**config.mk**
```make
export PLATFORM = sky130hd
export DESIGN_NAME = plcp_b1_g1_mon
export DESIGN_NICKNAME = d
export VERILOG_FILES = /design/src/rtl/plcp_mon_pkg.sv /design/src/rtl/plcp_bip_chk.sv /design/src/rtl/plcp_err_cnt.sv /design/src/rtl/plcp_rai_filt.sv /design/src/rtl/plcp_b1_g1_mon.sv
export SDC_FILE = /design/constraint.sdc
export NUM_CORES = 1
export LEC_CHECK = 0
export BUFFER_PORTS_ARGS = -buffer_cell sky130_fd_sc_hd__buf_2
export CORE_MARGIN = 3
export CORE_UTILIZATION = 53
export DETAILED_ROUTE_END_ITERATION = 6
export PLACE_DENSITY_LB_ADDON = 0.2
export SLEW_MARGIN = 20
export SYNTH_ARGS = -nofsm -noshare
export SYNTH_HDL_FRONTEND = slang
export SYNTH_SLANG_ARGS = --single-unit
```
**constraint.sdc**
```tcl
create_clock -name clk_i -period 2.95 [get_ports clk_i]
set_clock_uncertainty 0.1 [all_clocks]
set_input_delay 0.1475 -clock clk_i [delete_from_list [all_inputs] [get_ports clk_i]]
set_output_delay 0.1475 -clock clk_i [all_outputs]
set_load 0.02 [all_outputs]
```
**src/rtl/plcp_mon_pkg.sv**
```systemverilog
package plcp_mon_pkg;
  localparam int DATA_W  = 8;
  localparam int CNT_W   = 16;
  localparam int PERSIST = 10;
  localparam int RAI_BIT = 3;
  localparam int FEBE_W  = $clog2(DATA_W + 1);
endpackage

```
**src/rtl/plcp_bip_chk.sv**
```systemverilog
module plcp_bip_chk
  import plcp_mon_pkg::*;
#(
  parameter int W  = DATA_W,
  parameter int EW = $clog2(W + 1)
) (
  input  logic          clk_i,
  input  logic          rst_ni,
  input  logic          sync_i,
  input  logic [W-1:0]  data_i,
  input  logic          vld_i,
  input  logic          sof_i,
  input  logic          skip_i,
  input  logic          b1_i,
  output logic          err_vld_o,
  output logic [EW-1:0] err_cnt_o
);
  logic [W-1:0]  acc_q, prev_q, diff;
  logic          acc_ok_q, have_q;
  logic [EW-1:0] pop;

  assign diff = data_i ^ prev_q;

  always_comb begin
    pop = '0;
    for (int i = 0; i < W; i++) pop = pop + EW'(diff[i]);
  end

  always_ff @(posedge clk_i or negedge rst_ni) begin
    if (!rst_ni) begin
      acc_q     <= '0;
      prev_q    <= '0;
      acc_ok_q  <= 1'b0;
      have_q    <= 1'b0;
      err_vld_o <= 1'b0;
      err_cnt_o <= '0;
    end else begin
      if (vld_i && sof_i) begin
        prev_q <= acc_q;
        acc_q  <= skip_i ? '0 : data_i;
      end else if (vld_i && !skip_i) begin
        acc_q  <= acc_q ^ data_i;
      end
      // prior parity is usable only if a whole frame ran under alignment
      if (!sync_i) begin
        acc_ok_q <= 1'b0;
        have_q   <= 1'b0;
      end else if (vld_i && sof_i) begin
        acc_ok_q <= 1'b1;
        have_q   <= acc_ok_q;
      end
      err_vld_o <= vld_i && b1_i && have_q && sync_i;
      err_cnt_o <= pop;
    end
  end


  no_first_cmp_chk: assert property (@(posedge clk_i) disable iff (!rst_ni)
    (vld_i && b1_i && !have_q) |=> !err_vld_o);

  febe_range_chk: assert property (@(posedge clk_i) disable iff (!rst_ni)
    err_vld_o |-> (err_cnt_o <= EW'(W)));
endmodule

```
**src/rtl/plcp_err_cnt.sv**
```systemverilog
module plcp_err_cnt
  import plcp_mon_pkg::*;
#(
  parameter int CW   = CNT_W,
  parameter int IW   = FEBE_W,
  localparam int HALF = CW / 2
) (
  input  logic            clk_i,
  input  logic            rst_ni,
  input  logic            inc_vld_i,
  input  logic [IW-1:0]   inc_i,
  input  logic            rd_hi_i,
  output logic [HALF-1:0] rd_data_o
);
  localparam logic [CW-1:0] MAX = {CW{1'b1}};

  logic [CW-1:0]   cnt_q, sat;
  logic [CW:0]     sum;
  logic [HALF-1:0] hold_q;

  assign sum       = {1'b0, cnt_q} + (CW+1)'(inc_i);
  assign sat       = sum[CW] ? MAX : sum[CW-1:0];
  assign rd_data_o = rd_hi_i ? cnt_q[CW-1:HALF] : hold_q;

  always_ff @(posedge clk_i or negedge rst_ni) begin
    if (!rst_ni) begin
      cnt_q  <= '0;
      hold_q <= '0;
    end else if (rd_hi_i) begin
      hold_q <= cnt_q[HALF-1:0];
      cnt_q  <= inc_vld_i ? CW'(inc_i) : '0;
    end else if (inc_vld_i) begin
      cnt_q  <= sat;
    end
  end


  no_wrap_chk: assert property (@(posedge clk_i) disable iff (!rst_ni)
    (inc_vld_i && !rd_hi_i) |=> (cnt_q >= $past(cnt_q)));

  sat_hold_chk: assert property (@(posedge clk_i) disable iff (!rst_ni)
    (cnt_q == MAX && !rd_hi_i) |=> (cnt_q == MAX));

  rd_clear_chk: assert property (@(posedge clk_i) disable iff (!rst_ni)
    (rd_hi_i && !inc_vld_i) |=> (cnt_q == '0));

  rd_keep_inc_chk: assert property (@(posedge clk_i) disable iff (!rst_ni)
    (rd_hi_i && inc_vld_i) |=> (cnt_q != '0 || $past(inc_i) == '0));
endmodule

```
**src/rtl/plcp_rai_filt.sv**
```systemverilog
module plcp_rai_filt
  import plcp_mon_pkg::*;
#(
  parameter int N  = PERSIST,
  localparam int RW = $clog2(N + 1)
) (
  input  logic clk_i,
  input  logic rst_ni,
  input  logic g1_vld_i,
  input  logic rai_i,
  output logic yellow_o
);
  logic [RW-1:0] run_q;

  always_ff @(posedge clk_i or negedge rst_ni) begin
    if (!rst_ni) begin
      run_q    <= '0;
      yellow_o <= 1'b0;
    end else if (g1_vld_i) begin
      if (rai_i != yellow_o) begin
        if (run_q == RW'(N - 1)) begin
          yellow_o <= rai_i;
          run_q    <= '0;
        end else begin
          run_q    <= run_q + 1'b1;
        end
      end else begin
        run_q <= '0;
      end
    end
  end


  yel_only_on_g1_chk: assert property (@(posedge clk_i) disable iff (!rst_ni)
    !g1_vld_i |=> $stable(yellow_o));

  run_bound_chk: assert property (@(posedge clk_i) disable iff (!rst_ni)
    run_q < RW'(N));
endmodule

```
**src/rtl/plcp_b1_g1_mon.sv**
```systemverilog
module plcp_b1_g1_mon
  import plcp_mon_pkg::*;
(
  input  logic              clk_i,
  input  logic              rst_ni,
  input  logic              sync_i,
  input  logic [DATA_W-1:0] data_i,
  input  logic              data_vld_i,
  input  logic              sof_i,
  input  logic              skip_i,
  input  logic              b1_i,
  input  logic              g1_i,
  input  logic              rd_hi_i,
  output logic [7:0]        rd_data_o,
  output logic [FEBE_W-1:0] febe_o,
  output logic              febe_vld_o,
  output logic              yellow_o
);
  plcp_bip_chk #(.W(DATA_W)) u_bip (
    .clk_i     (clk_i),
    .rst_ni    (rst_ni),
    .sync_i    (sync_i),
    .data_i    (data_i),
    .vld_i     (data_vld_i),
    .sof_i     (sof_i),
    .skip_i    (skip_i),
    .b1_i      (b1_i),
    .err_vld_o (febe_vld_o),
    .err_cnt_o (febe_o)
  );

  plcp_err_cnt #(.CW(CNT_W), .IW(FEBE_W)) u_cnt (
    .clk_i     (clk_i),
    .rst_ni    (rst_ni),
    .inc_vld_i (febe_vld_o),
    .inc_i     (febe_o),
    .rd_hi_i   (rd_hi_i),
    .rd_data_o (rd_data_o)
  );

  plcp_rai_filt #(.N(PERSIST)) u_rai (
    .clk_i    (clk_i),
    .rst_ni   (rst_ni),
    .g1_vld_i (data_vld_i && g1_i),
    .rai_i    (data_i[RAI_BIT]),
    .yellow_o (yellow_o)
  );


  no_skip_on_b1_chk: assert property (@(posedge clk_i) disable iff (!rst_ni)
    (data_vld_i && b1_i) |-> !skip_i);
endmodule

```
**Word-level counts from Yosys, hierarchy flattened**

Cells that the tools add are included.

- ROM bits: 0
- Output and inout port bits: 14
- Bits in latches: 0
- Register bits after elaboration: 52
- Word-level logic and storage cells: 48
- Memories: 0
- Input bits: 17
- Memory bits (writable): 0

- Multipliers: 0
- Reductions and logical operators: 10
- Shifts and indexed selects: 0
- $lt $le $gt $ge: 0
- Div/mod/pow operators: 0
- Muxes and demuxes: 14
- Bitwise gates (word level): 2
- Add/sub/neg operators: 9
- Eq/ne operators: 3

Operators by type and width:

| cell | count |
|---|---|
| $mux 16 | 3 |
| $mux 8 | 4 |
| $add 4x1->4 | 6 |
| $add 16x4->17 | 1 |
| $xor 8x8->8 | 2 |
| $mux 4 | 3 |
| $logic_and 1x1->1 | 6 |
| $add 4x1->4 const B | 1 |
| $eq 4x4->1 const B | 1 |
| $mux 1 | 4 |
| $reduce_bool 2->1 | 2 |
| $reduce_and 3->1 | 1 |
| $add 1x1->2 | 1 |
| $ne 2x1->1 const B | 1 |
| $logic_not 1->1 | 1 |
| $ne 1x1->1 | 1 |

**Depth between registers and ports, before layout**

- Depth after elaboration: 8
- Depth in mapped cells: 9
- Gate-level depth less buffers: 9

**Cells and area by module**

From an unflattened synthesis, not the netlist that was laid out.

- Cells, all modules: 291
- Area, all modules: 2926.6 um2

By module, submodules not included:

| module | cells each | instances | area each (um2) | sequential area each (um2) |
|---|---|---|---|---|
| plcp_err_cnt | 172 | 1 | 1492.7 | 600.6 |
| plcp_bip_chk | 93 | 1 | 1137.3 | 575.6 |
| plcp_rai_filt | 25 | 1 | 290.3 | 125.1 |
| plcp_b1_g1_mon | 1 | 1 | 6.3 | 0.0 |

**Least setup slack after synthesis**

Ideal clock, no wire load.

- Kind: register to register
- Start point: register u_bip.prev_q[0]
- End point: register u_bip.err_cnt_o[1]
- Slack: -0.057 ns
- Cell stages (with the launch flop): 9
- Arrival: 2.771 ns
- Period minus slack after synthesis: 3.007 ns
- Cells stage by stage: dfrtp_1 > xor2_1 > ha_1 > fa_1 > fa_1 > inv_1 > fa_1 > inv_1 > fa_1

- Cells in the longest elaborated chain, start to end: 8

Ends and longest elaborated chain:

| element | line | text |
|---|---|---|
| start, declared | plcp_bip_chk.sv:18 | `logic [W-1:0] acc_q, prev_q, diff;` |
| start signal, assigned | plcp_bip_chk.sv:39 | `prev_q <= acc_q;` |
| $xor 8x8->8 | plcp_bip_chk.sv:22 | `assign diff = data_i ^ prev_q;` |
| $add 1x1->2 | plcp_bip_chk.sv:26 | `for (int i = 0; i < W; i++) pop = pop + EW'(diff[i]);` |
| $add 4x1->4 (6 in a row) | plcp_bip_chk.sv:26 |  |
| named net u_bip.pop[1] | plcp_bip_chk.sv:20 | `logic [EW-1:0] pop;` |
| end signal, assigned | plcp_bip_chk.sv:53 | `err_cnt_o <= pop;` |
| end, declared | plcp_bip_chk.sv:16 | `output logic [EW-1:0] err_cnt_o` |

The timed path passes the listed nets, and every way through them passes these cells.
A chain may end at the register's enable or synchronous reset.

**Worst setup path after layout**

- Start point: register u_bip.prev_q[1]
- End point: register u_bip.err_cnt_o[1]

Same word-level chain as after synthesis.

==> results_dict.tcl <==
set metrics [dict create \
    start_util 0.556 \
    min_period_ns 2.88 \
    dp.cells 374 \
    crit_arrival_ns 2.97 \
    p_per_area_mw_per_mm2 564 \
    final_layout_size_suffix_gt1_frac 0.211 \
    finalHoldViolCount 0 \
    drc 0 \
    drt_first_iter_violations 96 \
    wl_per_cell_microns 15.3 \
    vias 2197 \
    drt-vias-per-instance 5.60 \
    synth_edf_count 0 \
    path_max_fanout 2 \
    drtPass1Iterations 4 \
    maxSlewHeadroom 0.607 \
    leakagePower_nw 1.59 \
    syn_inst 282 \
    worstHoldPathCells 2 \
    die_w_microns 79.7 \
    dpl_cell_area_sq_mm 0.00309 \
    tightest_slew_ns 0.589 \
    grt_first_pass_wirelength_microns 10100 \
    wirelength_microns 5990 \
    antenna_found_initial 0 \
    antenna_left 0 \
    grt_max_degree 34 \
    portBuffers 30 \
    report.final.slew_viol_count 0 \
    worstSetupEndpointType "register" \
    finalSetupViolCount 0 \
    max_freq_mhz 347 \
    place_ws_ns -0.0237 \
    pin_count 31 \
    ff2ff_path_depth 8 \
    clk_pin_slew_worst_paths_ns 0.09 \
    rsz0062_at_grt "yes" \
    place_congestion 0.840 \
    coreArea_sq_mm 0.00517 \
    cp.required_ns 3.04 \
    setup_slack_ns 0.0688 \
    synth_seq_cells 52 \
    grt_overflow 0 \
    synthArstFlopShare 1.00 \
    tns_ns 0 \
    grt_pass1_vias 2142 \
    netlist-cell-type-count 49 \
    nets 352 \
    final_area_sq_mm 0.00330 \
    cts_sinks 52 \
    path_class "register to register" \
    die_area_sq_mm 0.00635 \
    start_kind "register" \
    yosys_warnings 0 \
    clkLatencyLatePin_ns 0.31 \
    ys_seq_area_frac 0.452 \
    syn_to_final_growth_pct 14.7 \
    dieHeight_microns 79.7 \
    rows 26 \
    dp_hpwl_microns 4120 \
    cts_root_buf "clkbuf_8" \
    drv_cap 0 \
    holdCritPathClass "input pin to register" \
    vdd_ir_drop_max_mv 0.342 \
    h-tree-depth 2 \
    synth_nets 313 \
    clock_path_buffers 2 \
    numCtsBuffers 5 \
    status "completed" \
    n_antenna_cell 0 \
    finalCritPeriodShare 0.977 \
    cts_tree "yes" \
    netlist_area_sq_mm 0.00288 \
    ys.flop_type "dfrtp_1" \
    track_usage 0.206 \
    fin_cells 392 \
    holdWs_ns 0.0190 \
    syn_area_per_cell_sq_um 10.2 \
]
==> where the power goes <==
group / switching (W) / internal [W]
Combinational: 0.000278 / 0.000238
Sequential: 0.0000649 / 0.000786
Clock: 0.000242 / 0.000251
Total: 0.000585 / 0.00128
==> synthesized netlist by cell type (4+ instances only) <==
| cell type | n | area share |
|---|---|---|
| nand2b_1 | 5 | 0.011 |
| ha_1 | 9 | 0.039 |
| inv_1 | 8 | 0.010 |
| nor3_1 | 4 | 0.0070 |
| fa_1 | 5 | 0.035 |
| nor2b_1 | 12 | 0.026 |
| nand3_1 | 5 | 0.0087 |
| a32o_1 | 5 | 0.017 |
| nand2_1 | 47 | 0.061 |
| a31oi_1 | 4 | 0.0087 |
| a21oi_1 | 14 | 0.024 |
| a311oi_1 | 7 | 0.021 |
| a41oi_1 | 4 | 0.012 |
| clkbuf_1 | 8 | 0.010 |
| mux2_2 | 9 | 0.035 |
| xor2_1 | 9 | 0.027 |
| dfrtp_1 | 52 | 0.45 |
| a211oi_1 | 5 | 0.013 |
| o21ai_0 | 11 | 0.019 |
| nor2_1 | 17 | 0.022 |
==> logic make-up after synthesis <==
family                     share of synthesized area
and+or+nand+nor                                0.190
DFF                                            0.452
xor gates and xnor gates                      0.0365
adders and majority gates                     0.0739
AOI/OAI and AO/OA                              0.184
buffers and inverters                         0.0243
muxes                                         0.0387
==> final timing paths <==
path | from | endpoint | slack [ns]
worst max-delay path | u_bip.prev_q[1] | u_bip.err_cnt_o[1] | 0.07
min in group asynchronous | rst_ni | u_cnt.cnt_q[3] | 0.26
worst min register to register | u_cnt.hold_q[7] | u_cnt.hold_q[7] | 0.38
worst min-delay path | data_i[1] | u_bip.acc_q[1] | 0.02
worst max register to register | u_bip.prev_q[1] | u_bip.err_cnt_o[1] | 0.07
max in group asynchronous | rst_ni | u_bip.prev_q[5] | 1.70
==> sequential cells by signal (all words and copies together) (netlist names) <==
name             count
u_bip.acc_ok_q       1
u_bip.acc_q          8
u_bip.err_cnt_o      4
u_bip.err_vld_o      1
u_bip.have_q         1
u_bip.prev_q         8
u_cnt.cnt_q         16
u_cnt.hold_q         8
u_rai.run_q          4
u_rai.yellow_o       1
==> cells in the final DEF (no fill, tap or decap), types with 2 or more instances in the layout <==
cell           count
nand3_1            5
xnor2_1            3
mux2_2             9
a32o_1             5
nor2_1            17
o21bai_1           3
nor3_4             2
a211oi_1           5
a41oi_1            4
nor3_1             4
clkbuf_8           5
a31oi_1            4
nand2_1           47
a21oi_1           14
ha_1               9
o2bb2ai_1          2
nor2b_1           12
xor2_1             9
a311oi_1           7
o31ai_1            2
o21ai_0           11
dlygate4sd3_1      8
buf_2             30
fa_1               4
buf_4              4
nand2b_1           5
a21o_1             3
dfrtp_1           52
inv_1              7
a211o_2            2
and3_1             3
==> metrics by stage <==
| step | power [W] | util |
|---|---|---|
| global route | 0.00198 | 0.638 |
| detailed placement | 0.00133 | 0.597 |
| floorplan | 0.00119 | - |
| global placement | 0.00130 | 0.597 |
| CTS | 0.00186 | 0.636 |
| finish | 0.00186 | 0.638 |
==> timing repair <==
item,CTS,global route
hold buffers,8,0
pin swaps,2,4
setup buffers,1,1
gates resized for setup,2,0
endpoints found under the setup margin,1,1
endpoints found under the hold margin,31,0
==> routing by layer <==
metal / part of all wire / global-route usage / wire length [microns] / up-vias
met5: 0 / 0 / 0 / -
met4: 0.016 / 0.0756 / 95 / 0
met3: 0.027 / 0.0384 / 161 / 8
met2: 0.50 / 0.351 / 3010 / 36
met1: 0.45 / 0.261 / 2720 / 1064
li1: - / - / - / 1089
==> critical path, cell delays in order (launching register included) <==
cell and delay (ns):
dfrtp_1 0.40, xor2_1 0.15, ha_1 0.31, fa_1 0.45, fa_1 0.48, inv_1 0.05, fa_2 0.33, inv_2 0.08
fa_1 0.41
==> layout make-up <==
class / count / area [sq um]
Fill cell: 421 / 1870
Inverter: 8 / 30.0
Sequential cell: 52 / 1300
Clock inverter: 3 / 42.5
Tap cell: 70 / 87.6
Timing Repair Buffer: 42 / 260
Clock buffer: 5 / 68.8
Multi-Input combinational cell: 212 / 1510
Note: power is estimated with default switching activity, not from simulation.
